`config.mk`:
```
export PLATFORM = sky130hd
export DESIGN_NAME = rx_frame_filter
export DESIGN_NICKNAME = d
export VERILOG_FILES = /design/src/rtl/rxff_pkg.sv /design/src/rtl/rxff_ctrl.sv /design/src/rtl/rxff_datapath.sv /design/src/rtl/rx_frame_filter.sv
export SDC_FILE = /design/constraint.sdc
export NUM_CORES = 1
export LEC_CHECK = 0
export BUFFER_PORTS_ARGS = -buffer_cell sky130_fd_sc_hd__buf_2
export CAP_MARGIN = 15
export CORE_MARGIN = 1
export CORE_UTILIZATION = 55
export DETAILED_ROUTE_END_ITERATION = 6
export PLACE_DENSITY = 0.74
export SLEW_MARGIN = 15
export SYNTH_ARGS = -nofsm -noshare
export SYNTH_HDL_FRONTEND = slang
export SYNTH_SLANG_ARGS = --single-unit
```
`constraint.sdc`:
```
create_clock -name clk -period 7.4 [get_ports clk]
set_input_delay 0.74 -clock clk [delete_from_list [all_inputs] [get_ports clk]]
set_output_delay 0.74 -clock clk [all_outputs]
set_load 0.01 [all_outputs]
```
`src/rtl/rxff_pkg.sv`:
```
package rxff_pkg;

  localparam int ADDR_BYTES = 6;

  typedef struct packed {
    logic start;   // first byte of an admitted frame
    logic take;    // byte accepted into the frame
    logic finish;  // frame ends normally on this byte
    logic abort;   // frame cut off for length
  } rxffStrobe_t;

  typedef enum logic [1:0] {
    ST_IDLE = 2'd0,
    ST_RECV = 2'd1,
    ST_DROP = 2'd2
  } rxffState_t;

  // One byte of reflected CRC-32, LSB first, no inversion.
  function automatic logic [31:0] crcStep(input logic [31:0] c, input logic [7:0] d);
    logic [31:0] r;
    r = c;
    for (int k = 0; k < 8; k++) begin
      if (r[0] ^ d[k]) r = {1'b0, r[31:1]} ^ 32'hEDB88320;
      else             r = {1'b0, r[31:1]};
    end
    return r;
  endfunction

endpackage

```
`src/rtl/rxff_ctrl.sv`:
```
module rxff_ctrl
  import rxff_pkg::*;
#(
  parameter int FILTER_CYCLES = 12
) (
  input  logic        clk,
  input  logic        rst_n,
  input  logic        softReset,
  input  logic        rxEnable,
  input  logic        filterCarrier,
  input  logic        abortClr,
  input  logic        carrierSense,
  input  logic        inValid,
  input  logic        inSof,
  input  logic        inEof,
  input  logic        overLen,
  output rxffStrobe_t stb,
  output logic        abortFlag
);

  localparam int CRS_W = $clog2(FILTER_CYCLES + 1);
  localparam logic [CRS_W-1:0] CRS_FULL = CRS_W'(FILTER_CYCLES);

  rxffState_t       state, stateNext;
  logic [CRS_W-1:0] crsCnt;
  logic             crsOk;
  logic             sofGo;

  // Consecutive cycles of carrier sense, saturating.
  always_ff @(posedge clk or negedge rst_n) begin
    if (!rst_n)                crsCnt <= '0;
    else if (softReset)        crsCnt <= '0;
    else if (!carrierSense)    crsCnt <= '0;
    else if (crsCnt != CRS_FULL) crsCnt <= crsCnt + CRS_W'(1);
  end

  assign crsOk = carrierSense && (!filterCarrier || (crsCnt == CRS_FULL));
  assign sofGo = inValid && inSof && rxEnable && crsOk;

  always_comb begin
    stb       = '0;
    stateNext = state;
    unique case (state)
      ST_IDLE: begin
        if (sofGo) begin
          stb.start = 1'b1;
          stb.take  = 1'b1;
          if (inEof) stb.finish = 1'b1;
          else       stateNext  = ST_RECV;
        end
      end
      ST_RECV: begin
        if (inValid) begin
          if (overLen) begin
            stb.abort = 1'b1;
            stateNext = inEof ? ST_IDLE : ST_DROP;
          end else begin
            stb.take = 1'b1;
            if (inEof) begin
              stb.finish = 1'b1;
              stateNext  = ST_IDLE;
            end
          end
        end
      end
      ST_DROP: begin
        if (inValid && inEof) stateNext = ST_IDLE;
      end
      default: stateNext = ST_IDLE;
    endcase
    if (softReset) begin
      stb       = '0;
      stateNext = ST_IDLE;
    end
  end

  always_ff @(posedge clk or negedge rst_n) begin
    if (!rst_n) state <= ST_IDLE;
    else        state <= stateNext;
  end

  // Sticky abort: set wins over a clear on the same edge.
  always_ff @(posedge clk or negedge rst_n) begin
    if (!rst_n)         abortFlag <= 1'b0;
    else if (softReset) abortFlag <= 1'b0;
    else if (stb.abort) abortFlag <= 1'b1;
    else if (abortClr)  abortFlag <= 1'b0;
  end

  assert_idle_when_disabled_R2: assert property (@(posedge clk) disable iff (!rst_n)
    (state == ST_IDLE && !rxEnable) |=> (state == ST_IDLE));

  assert_start_needs_carrier_R3: assert property (@(posedge clk) disable iff (!rst_n)
    (stb.start && filterCarrier) |-> (carrierSense && $past(carrierSense)));

  assert_abort_sets_flag_R11: assert property (@(posedge clk) disable iff (!rst_n)
    (stb.abort && !softReset) |=> abortFlag);

  assert_abort_sticky_R12: assert property (@(posedge clk) disable iff (!rst_n)
    (abortFlag && !abortClr && !softReset) |=> abortFlag);

  assert_soft_reset_clears_R1: assert property (@(posedge clk) disable iff (!rst_n)
    softReset |=> (!abortFlag && state == ST_IDLE));

endmodule

```
`src/rtl/rxff_datapath.sv`:
```
module rxff_datapath
  import rxff_pkg::*;
#(
  parameter int MAX_LEN     = 1532,
  parameter int STRIP_BYTES = 4,
  parameter int HASH_BITS   = 6
) (
  input  logic                      clk,
  input  logic                      rst_n,
  input  logic                      softReset,
  input  rxffStrobe_t               stb,
  input  logic [7:0]                inData,
  input  logic                      stripCrc,
  input  logic                      promisc,
  input  logic                      allMulti,
  input  logic                      txActive,
  input  logic                      fullDuplex,
  input  logic [8*ADDR_BYTES-1:0]   indAddr,
  input  logic [(1<<HASH_BITS)-1:0] mcastTable,
  output logic                      overLen,
  output logic                      outValid,
  output logic [7:0]                outData,
  output logic                      outEof,
  output logic                      outKeep
);

  localparam int CNT_W  = $clog2(MAX_LEN + 1);
  localparam int FILL_W = $clog2(STRIP_BYTES + 1);
  localparam logic [CNT_W-1:0]  ADDR_CNT = CNT_W'(ADDR_BYTES);
  localparam logic [CNT_W-1:0]  LEN_CAP  = CNT_W'(MAX_LEN);
  localparam logic [FILL_W-1:0] FILL_CAP = FILL_W'(STRIP_BYTES);

  logic [CNT_W-1:0]        byteCnt, cntBase, cntNext;
  logic [8*ADDR_BYTES-1:0] daReg, daNext;
  logic [31:0]             crcReg, crcBase, crcNext;
  logic [FILL_W-1:0]       fill, fillBase;
  logic [7:0]              pipe [STRIP_BYTES];
  logic                    stripMode, selfBlock;
  logic                    stripNow, selfNow;
  logic [HASH_BITS-1:0]    hashIdx;
  logic                    isGroup, addrOk, keepNow, pipeFull;

  // Per-frame bases: a start restarts counting, address and hash.
  always_comb begin
    cntBase  = stb.start ? '0 : byteCnt;
    crcBase  = stb.start ? '1 : crcReg;
    fillBase = stb.start ? '0 : fill;
    daNext   = stb.start ? '0 : daReg;
    crcNext  = crcBase;
    if (stb.take && (cntBase < ADDR_CNT)) begin
      crcNext = crcStep(crcBase, inData);
      for (int i = 0; i < ADDR_BYTES; i++) begin
        if (cntBase == CNT_W'(i)) daNext[8*i +: 8] = inData;
      end
    end
    cntNext = cntBase + CNT_W'(stb.take);
  end

  assign overLen  = (byteCnt == LEN_CAP);
  assign stripNow = stb.start ? stripCrc : stripMode;
  assign selfNow  = stb.start ? (txActive && !fullDuplex) : selfBlock;
  assign pipeFull = (fillBase == FILL_CAP);

  // Address verdict, formed from the state including the current byte.
  assign isGroup = daNext[0];
  assign hashIdx = crcNext[31 -: HASH_BITS];
  assign addrOk  = promisc ||
                   (isGroup ? (allMulti || mcastTable[hashIdx]) : (daNext == indAddr));
  assign keepNow = !selfNow && (cntNext >= ADDR_CNT) && addrOk;

  always_ff @(posedge clk or negedge rst_n) begin
    if (!rst_n) begin
      byteCnt   <= '0;
      daReg     <= '0;
      crcReg    <= '0;
      fill      <= '0;
      stripMode <= 1'b0;
      selfBlock <= 1'b0;
    end else if (softReset) begin
      byteCnt   <= '0;
      daReg     <= '0;
      crcReg    <= '0;
      fill      <= '0;
      stripMode <= 1'b0;
      selfBlock <= 1'b0;
    end else begin
      if (stb.take) begin
        byteCnt <= cntNext;
        daReg   <= daNext;
        crcReg  <= crcNext;
        fill    <= pipeFull ? fillBase : fillBase + FILL_W'(1);
      end
      if (stb.start) begin
        stripMode <= stripCrc;
        selfBlock <= txActive && !fullDuplex;
      end
    end
  end

  // Hold-back shift register: newest byte at the top, oldest at index 0.
  for (genvar g = 0; g < STRIP_BYTES; g++) begin : g_pipe
    if (g == STRIP_BYTES - 1) begin : g_tail
      always_ff @(posedge clk or negedge rst_n) begin
        if (!rst_n)        pipe[g] <= '0;
        else if (stb.take) pipe[g] <= inData;
      end
    end else begin : g_body
      always_ff @(posedge clk or negedge rst_n) begin
        if (!rst_n)        pipe[g] <= '0;
        else if (stb.take) pipe[g] <= pipe[g+1];
      end
    end
  end

  always_ff @(posedge clk or negedge rst_n) begin
    if (!rst_n) begin
      outValid <= 1'b0;
      outData  <= '0;
      outEof   <= 1'b0;
      outKeep  <= 1'b0;
    end else if (softReset) begin
      outValid <= 1'b0;
      outData  <= '0;
      outEof   <= 1'b0;
      outKeep  <= 1'b0;
    end else begin
      outValid <= stb.take && (!stripNow || pipeFull);
      outData  <= stripNow ? pipe[0] : inData;
      outEof   <= stb.finish || stb.abort;
      outKeep  <= stb.finish && keepNow;
    end
  end

  assert_abort_discards_R11: assert property (@(posedge clk) disable iff (!rst_n)
    (stb.abort && !softReset) |=> (outEof && !outKeep && !outValid));

  assert_self_rx_blocked_R7: assert property (@(posedge clk) disable iff (!rst_n)
    (stb.finish && !stb.start && selfBlock && !softReset) |=> (outEof && !outKeep));

  assert_strip_holds_first_R10: assert property (@(posedge clk) disable iff (!rst_n)
    (stb.start && stripCrc && !softReset) |=> !outValid);

  assert_short_discarded_R8: assert property (@(posedge clk) disable iff (!rst_n)
    (stb.finish && !stb.start && (byteCnt < ADDR_CNT - CNT_W'(1)) && !softReset) |=> !outKeep);

endmodule

```
`src/rtl/rx_frame_filter.sv`:
```
module rx_frame_filter
  import rxff_pkg::*;
#(
  parameter int MAX_LEN       = 1532,
  parameter int FILTER_CYCLES = 12,
  parameter int STRIP_BYTES   = 4,
  parameter int HASH_BITS     = 6
) (
  input  logic                      clk,
  input  logic                      rst_n,
  input  logic                      softReset,
  input  logic                      rxEnable,
  input  logic                      filterCarrier,
  input  logic                      stripCrc,
  input  logic                      allMulti,
  input  logic                      promisc,
  input  logic                      fullDuplex,
  input  logic                      txActive,
  input  logic [47:0]               indAddr,
  input  logic [(1<<HASH_BITS)-1:0] mcastTable,
  input  logic                      abortClr,
  input  logic                      carrierSense,
  input  logic                      inValid,
  input  logic [7:0]                inData,
  input  logic                      inSof,
  input  logic                      inEof,
  output logic                      outValid,
  output logic [7:0]                outData,
  output logic                      outEof,
  output logic                      outKeep,
  output logic                      abortFlag
);

  rxffStrobe_t stb;
  logic        overLen;

  rxff_ctrl #(
    .FILTER_CYCLES(FILTER_CYCLES)
  ) u_ctrl (
    .clk          (clk),
    .rst_n        (rst_n),
    .softReset    (softReset),
    .rxEnable     (rxEnable),
    .filterCarrier(filterCarrier),
    .abortClr     (abortClr),
    .carrierSense (carrierSense),
    .inValid      (inValid),
    .inSof        (inSof),
    .inEof        (inEof),
    .overLen      (overLen),
    .stb          (stb),
    .abortFlag    (abortFlag)
  );

  rxff_datapath #(
    .MAX_LEN    (MAX_LEN),
    .STRIP_BYTES(STRIP_BYTES),
    .HASH_BITS  (HASH_BITS)
  ) u_data (
    .clk       (clk),
    .rst_n     (rst_n),
    .softReset (softReset),
    .stb       (stb),
    .inData    (inData),
    .stripCrc  (stripCrc),
    .promisc   (promisc),
    .allMulti  (allMulti),
    .txActive  (txActive),
    .fullDuplex(fullDuplex),
    .indAddr   (indAddr),
    .mcastTable(mcastTable),
    .overLen   (overLen),
    .outValid  (outValid),
    .outData   (outData),
    .outEof    (outEof),
    .outKeep   (outKeep)
  );

endmodule

```
# Yosys cells after proc, flatten, opt, wreduce, memory -nomap -nowiden
# Index checks and enable logic that the tools add are counted.
# Widths: inputs -> output; s select.
word_totals:
  ff_bits: 146
  word_cells: 154
  input_bits: 135
classes:
  n_eq_ne: 18
  bitwise: 16
  n_addsub: 3
  magnitude_cmp: 3
  n_reduce_logical: 25
  mux: 72
op_table:
  columns: ["op", "n"]
  rows:
  - ["$mux 32", 19]
  - ["$mux 48", 4]
  - ["$not 13->14", 8]
  - ["$mux 8", 8]
  - ["$eq 48x48->1", 1]
  - ["$mux 11", 3]
  - ["$eq 11x2->1 const B", 2]
  - ["$eq 11x3->1 const B", 2]
  - ["$mux 2", 9]
  - ["$mux 3", 6]
  - ["$mux 1", 16]
  - ["$mux 4", 4]
  - ["$add 11x1->11", 1]
  - ["$eq 11x1->1 const B", 1]
  - ["$eq 11x11->1 const B", 1]
  - ["$ge 11x3->1 const B", 1]
  - ["$logic_and 1x1->1", 11]
  - ["$logic_not 11->1", 1]
  - ["$lt 11x3->1 const B", 1]
  - ["$ne 3x2->1 const B", 3]
  - ["$ne 4x4->1 const B", 2]
  - ["$xor 1x1->1", 8]
  - ["$lt 6x7->1 const B", 1]
  - ["$bmux 1 s6", 1]
  - ["15 further kinds", 23]

# Logic depth before layout (Yosys ltp)
logic_depth:
  depth_word: 40
  depth_mapped: 23
  mapped_depth_nobuf: 17

# Hierarchy
# From an unflattened synthesis, not the netlist that was laid out.
unflattened:
  hier_cells: 1016
  hier_area_um2: 9532.9
modules_own_cells:
  columns: ["mod", "seq_area_each_um2", "instances", "area_per_inst_um2", "cells_each"]
  rows:
  - ["rxff_datapath", 3478.3, 1, 9085.0, 972]
  - ["rxff_ctrl", 175.2, 1, 447.9, 44]

# Least setup slack after synthesis
# No wires, ideal clock.
synth_path:
  path_type: "input -> register"
  start: "in softReset"
  end: "reg u_data.outKeep"
  t_arrival_ns: 4.610
  slack_ns: 2.724
  setup_time_ns: 0.066
  cell_stages: 20
  cell_sequence: "and4bb_1 o211a_1 buf_6 buf_2 buf_1 clkbuf_1 a21oi_1 inv_1 clkbuf_1 ha_1 ha_1 nand2_1 nor3_1 and4_1 and3_1 nor2_1 o211ai_1 nor3_1 a2111oi_0 o31a_1"
synth_via:
  elab_chain_len: 31
  elab_cells_between_ends: 64
  classes_between: "1 x add/sub; 2 x order compare; 6 x eq/ne; 32 x mux; 15 x bitwise; 8 x reduce/logical"
synth_lines:
  columns: ["element", "line", "rtl"]
  rows:
  - ["start: declaration", "rx_frame_filter.sv:11", "input logic softReset,"]
  - ["$mux 4", "rxff_ctrl.sv:71", "if (softReset) begin"]
  - ["$mux 32", "rxff_datapath.sv:46", "crcBase = stb.start ? '1 : crcReg;"]
  - ["$mux 32", "rxff_pkg.sv:23", "if (r[0] ^ d[k]) r = {1'b0, r[31:1]} ^ 32'hEDB88320;"]
  - ["$mux 32", "rxff_datapath.sv:50", "if (stb.take && (cntBase < ADDR_CNT)) begin"]
  - ["$mux 32", "rxff_pkg.sv:23", null]
  - ["$mux 32", "rxff_datapath.sv:50", null]
  - ["$xor 1x1->1", "rxff_pkg.sv:23", null]
  - ["$mux 32", "rxff_pkg.sv:23", null]
  - ["[15 not listed]", null, null]
  - ["$bmux 1 s6", "rxff_datapath.sv:68", "(isGroup ? (allMulti || mcastTable[hashIdx]) : (daNext == indAddr));"]
  - ["$mux 1 (implied by the code)", "rxff_datapath.sv:68", null]
  - ["$logic_or 1x1->1", "rxff_datapath.sv:68", null]
  - ["$mux 1", "rxff_datapath.sv:68", null]
  - ["$logic_or 1x1->1", "rxff_datapath.sv:67", "assign addrOk = promisc ||"]
  - ["$logic_and 1x1->1", "rxff_datapath.sv:69", "assign keepNow = !selfNow && (cntNext >= ADDR_CNT) && addrOk;"]
  - ["$logic_and 1x1->1", "rxff_datapath.sv:130", "outKeep <= stb.finish && keepNow;"]
  - ["$mux 1 (*)", "rxff_datapath.sv:121", "end else if (softReset) begin"]
  - ["end signal: assignment", "rxff_datapath.sv:130", null]
  - ["end: declaration", "rxff_datapath.sv:24", "output logic outKeep"]
# Every way passes the cells marked *; elsewhere a longest branch is shown, timed or not. The select of a mux whose other input is x is not followed.
# A chain may end at the register's enable or synchronous reset.

# Worst setup path in the final report
layout_path:
  start: "reg u_ctrl.crsCnt[0]"
  end: "reg u_data.outKeep"
layout_via:
  elab_chain_len: 37
  elab_cells_between_ends: 71
  classes_between: "1 x add/sub; 2 x order compare; 7 x eq/ne; 35 x mux; 15 x bitwise; 11 x reduce/logical"
layout_lines:
  columns: ["element", "line", "rtl"]
  rows:
  - ["start: declaration", "rxff_ctrl.sv:25", "logic [CRS_W-1:0] crsCnt;"]
  - ["start signal: assignment", "rxff_ctrl.sv:34", "else if (crsCnt != CRS_FULL) crsCnt <= crsCnt + CRS_W'(1);"]
  - ["$eq 4x4->1 (*)", "rxff_ctrl.sv:37", "assign crsOk = carrierSense && (!filterCarrier || (crsCnt == CRS_FULL));"]
  - ["$logic_or 1x1->1 (*)", "rxff_ctrl.sv:37", null]
  - ["$logic_and 1x1->1 (*)", "rxff_ctrl.sv:37", null]
  - ["$logic_and 1x1->1 (*)", "rxff_ctrl.sv:38", "assign sofGo = inValid && inSof && rxEnable && crsOk;"]
  - ["$mux 3 (*)", "rxff_ctrl.sv:45", "if (sofGo) begin"]
  - ["$mux 1", "rxff_ctrl.sv:43", "unique case (state)"]
  - ["$mux 4 (*)", "rxff_ctrl.sv:71", null]
  - ["$mux 32", "rxff_datapath.sv:46", null]
  - ["[21 not listed]", null, null]
  - ["$bmux 1 s6", "rxff_datapath.sv:68", null]
  - ["$mux 1 (implied by the code)", "rxff_datapath.sv:68", null]
  - ["$logic_or 1x1->1", "rxff_datapath.sv:68", null]
  - ["$mux 1", "rxff_datapath.sv:68", null]
  - ["$logic_or 1x1->1", "rxff_datapath.sv:67", null]
  - ["$logic_and 1x1->1", "rxff_datapath.sv:69", null]
  - ["$logic_and 1x1->1 (*)", "rxff_datapath.sv:130", null]
  - ["$mux 1 (*)", "rxff_datapath.sv:121", null]
# Marks and branches as above.

==> out/qor.log <==
qor: critical_path.cpMaxStageDelayCell sky130_fd_sc_hd__o31ai_4
qor: sta.tightestPinTransition 1.15 ns
qor: route.drt-vias-per-instance 5.74
qor: global_route.grt_pass1_vias 7688
qor: sta.finalSetupViolations 0
qor: placement.gpl_wtd_cong 0.884
qor: synth.synth_area_leaders sky130_fd_sc_hd__dfrtp_1 40%, sky130_fd_sc_hd__nand2_1 12%, sky130_fd_sc_hd__xnor2_1 9.0%
qor: sta.worst_clock_skew 0.00698 ns
qor: synth.synthDistinctLibCells 74
qor: pwr.fin_total_pwr 2.59 mW
qor: sta.tns 0 ns
qor: placement.io_buffers 146
qor: synth.ys_async_sr_fraction 1.00
qor: clocking.hold_buffers_post_cts 0
qor: layout.design.final.nets 1318
qor: layout.area_growth 15.3%
qor: layout.ff_latch_area 3650 sq um
qor: critical_path.path_class reg2reg
qor: clocking.worstSkewPairLatency 0.42 ns
qor: critical_path.cp.arrival 5.02 ns
qor: critical_path.crit_cells 15
qor: route.met1_length 10700 um
qor: critical_path.crit_buf_inv 3
qor: critical_path.worst_r2r_path_depth 15
qor: floorplanning.start_util 0.571
qor: placement.dp_hpwl 16700 um
qor: clocking.cts_tree built
qor: floorplanning.fp-row-count 46
qor: floorplanning.die_height 131 um
qor: floorplanning.fp.dieArea 17200 sq um
qor: critical_path.timing.critical_path.slowest_cell_delay 0.57 ns
qor: critical_path.cell_chain_critical_path inv_1 -> ha_1 -> and3_4 -> o211a_2 -> buf_4 -> or3_4 -> a211o_1 -> o211a_1 -> o31ai_4 -> buf_6 -> mux2i_1 -> mux2_2 -> a2bb2oi_1 -> or4b_1 -> o31a_1
qor: synth.syn_nets 1210
qor: sta.slew_headroom 0.231
qor: sta.final_period_util 0.636
qor: outcome.status finished, final reports clean
qor: layout.fillerInstances 1359
qor: layout.area_taken_by_multi_input_logic_gates 5190 sq um
qor: min_path.min-delay-path-class in2async
qor: global_route.grt_max_degree 90
qor: synth.yosys_warnings 0
qor: route.wl 24300 um
qor: synth.syn_avg_cell_area 8.61 sq um
qor: pwr.leakage_power_summed_over_all_cells 5.21 nW
qor: global_route.grt_first_pass_wirelength 39300 um
qor: clocking.ctsLongestPathBuffers 2
qor: route.number_of_vias_in_the_routed_layout 8068
qor: clocking.cts_root_buffer sky130_fd_sc_hd__clkbuf_16
qor: clocking.htree_levels 4
qor: layout.post_layout_util 0.658
qor: clocking.cts_made_buffers 17
qor: route.detailroute.wirelength.met3 1720 um
qor: clocking.clkTransAtPathRegs 0.06 ns
qor: route.postRouteAntennaNets 0
qor: sta.grt_setup_unrepaired false
qor: pwr.power-per-cell-area 244 nW/um^2
qor: global_route.number_of_antenna_violations_at_the_first_check_in_global_routing 0
qor: synth.top_flip_flop_cell_by_instance_count_after_synthesis sky130_fd_sc_hd__dfrtp_1
qor: synth.ys_seq_area_frac 0.397
qor: layout.layout_commonest_cell sky130_fd_sc_hd__nand2_1
qor: critical_path.timing.critical_path.max_delay_family compound AO/OA/AOI/OAI gates
qor: sta.max_freq 213 MHz
qor: critical_path.timing.critical_path.required 7.71 ns
qor: route.met2RoutedLength 11400 um
qor: route.number_of_remaining_drc_errors 0
qor: synth.post_synth_instance_area 9200 sq um
qor: route.drt_pass1_iterations 5
qor: global_route.globalRouteOverflowTotal 0
qor: sta.final.hold.worst_slack 0.383 ns
qor: floorplanning.dieWidth 131 um
qor: synth.netlist_instances 1069
qor: route.wl_cell 17.3 um
qor: route.dr.max_layer_used met4
qor: sta.period_needed 4.70 ns
qor: synth.synth_largest_area_cell sky130_fd_sc_hd__dfrtp_1
qor: sta.timing.final.hold_violations 0
qor: critical_path.critical_path.max_fanout 23
qor: route.detail_route.iter0.violations 628
qor: sta.slew_viol_final 0
qor: critical_path.setup.worst_path.start_class flip-flop
qor: floorplanning.io_pins 147
qor: synth.synth_largest_type_area_fraction 0.397
qor: run.cap_violations 0
qor: layout.layout_common_cells 293 x sky130_fd_sc_hd__nand2_1, 146 x sky130_fd_sc_hd__dfrtp_1, 145 x sky130_fd_sc_hd__buf_2
qor: clocking.cts.sinks 146
qor: clocking.cts.repair.resized 0
qor: floorplanning.core 16100 sq um
qor: global_route.global_route.usage.total 0.288
qor: pwr.power.ir.vdd_worst 0.169 mV
qor: layout.antenna-diode-count 0
qor: critical_path.crit_path_end_kind flip-flop
qor: clocking.postCtsSetupRepairBufs 0
qor: synth.synth_enable_flop_cells 0
qor: layout.drive_gt1_frac 0.183
qor: synth.postSynthRegisterBits 146
==> cell type report <==
| cell class | count | area share |
|---|---|---|
| multi-input combinational | 840 | 0.489 |
| sequential | 146 | 0.345 |
| timing repair buffer | 163 | 0.0819 |
| clock buffer | 27 | 0.0493 |
| tap | 216 | 0.0255 |
| clock inverter | 4 | 0.00661 |
| inverter | 9 | 0.00319 |
==> synthesized netlist by cell type (4+ instances only) <==
cell and count:
sky130_fd_sc_hd__nand3b_1 4, sky130_fd_sc_hd__nor3b_1 4, sky130_fd_sc_hd__buf_6 5, sky130_fd_sc_hd__a22o_1 26, sky130_fd_sc_hd__xnor2_1 95, sky130_fd_sc_hd__a21oi_1 19, sky130_fd_sc_hd__dfrtp_1 146, sky130_fd_sc_hd__ha_1 6
sky130_fd_sc_hd__nor3_1 12, sky130_fd_sc_hd__o21a_1 4, sky130_fd_sc_hd__a22oi_1 10, sky130_fd_sc_hd__o31ai_1 9, sky130_fd_sc_hd__nor2b_1 4, sky130_fd_sc_hd__clkbuf_1 55, sky130_fd_sc_hd__and4_1 4, sky130_fd_sc_hd__or4_1 6
sky130_fd_sc_hd__mux2_2 7, sky130_fd_sc_hd__nor4_1 8, sky130_fd_sc_hd__o211ai_1 4, sky130_fd_sc_hd__nand3_1 33, sky130_fd_sc_hd__nor2_1 58, sky130_fd_sc_hd__inv_1 9, sky130_fd_sc_hd__a2111oi_0 4, sky130_fd_sc_hd__xor2_1 36
sky130_fd_sc_hd__o21ai_0 55, sky130_fd_sc_hd__and3_1 6, sky130_fd_sc_hd__buf_2 8, sky130_fd_sc_hd__a21boi_0 6, sky130_fd_sc_hd__and2_1 5, sky130_fd_sc_hd__nand2_1 293, sky130_fd_sc_hd__nand4_1 14, sky130_fd_sc_hd__o21ai_1 6
sky130_fd_sc_hd__mux2i_1 46
==> kinds of logic (layout without fill, tap and decap cells) <==
| logic type | after synthesis | in the layout | synth area share |
|---|---|---|---|
| adder cells (fa/ha/maj) | 6 | 6 | 0.00816 |
| XOR/XNOR | 135 | 135 | 0.134 |
| multiplexers | 56 | 56 | 0.0639 |
| flip-flops | 146 | 146 | 0.397 |
| AO/OA/AOI/OAI | 173 | 173 | 0.129 |
| AND/OR/NAND/NOR | 470 | 470 | 0.228 |
| buffers and inverters | 83 | 203 | 0.0403 |
==> power breakdown <==
group	switching (mW)	total (mW)	internal (mW)
Sequential	0.0755	0.981	0.906
Clock	0.323	0.870	0.548
Combinational	0.405	0.738	0.334
Total	0.803	2.59	1.79
==> per-stage QoR <==
step	cell area, sq um	worst slack (ns)	instances
finish	10600	2.70	1405
global route	10600	2.39	1405
CTS	10600	2.33	1404
detailed placement	10000	2.05	1373
global placement	10000	2.16	1373
floorplan	9200	2.72	1069
==> sequential cells by signal, summed over array words and instances, names as in the netlist <==
name,flops
u_data.outData,8
u_data.outEof,1
u_data.byteCnt,11
u_ctrl.abortFlag,1
u_data.crcReg,32
u_data.fill,3
u_data.daReg,48
u_data.selfBlock,1
u_ctrl.state,2
u_ctrl.crsCnt,4
u_data.stripMode,1
u_data.pipe,32
u_data.outValid,1
u_data.outKeep,1
==> layer usage <==
metal / global-route usage / vias up
li1: - / 3852
met1: 0.389 / 3865
met2: 0.457 / 311
met3: 0.0598 / 40
met4: 0.107 / 0
met5: 0 / -
==> final timing paths <==
kind	start	endpoint	slack, ns
max reg2reg	u_ctrl.crsCnt[0]	u_data.outKeep	2.70
min	rst_n	u_ctrl.state[1]	0.38
min reg2reg	u_data.pipe[14]	u_data.pipe[14]	0.47
min in group clk	u_data.pipe[14]	u_data.pipe[14]	0.47
max in group asynchronous	rst_n	u_data.daReg[35]	5.75
max	u_ctrl.crsCnt[0]	u_data.outKeep	2.70
==> worst reg2reg max path: cells and delay by family (launching register included) <==
family                     cells  cell delay [ns]
adders and majority gates      1             0.23
DFF                            1             0.38
and+or+nand+nor                3             1.09
muxes                          2             0.37
AOI/OAI and AO/OA              6             1.90
buffers and inverters          3             0.62
Power figures use the tool's default switching activity.
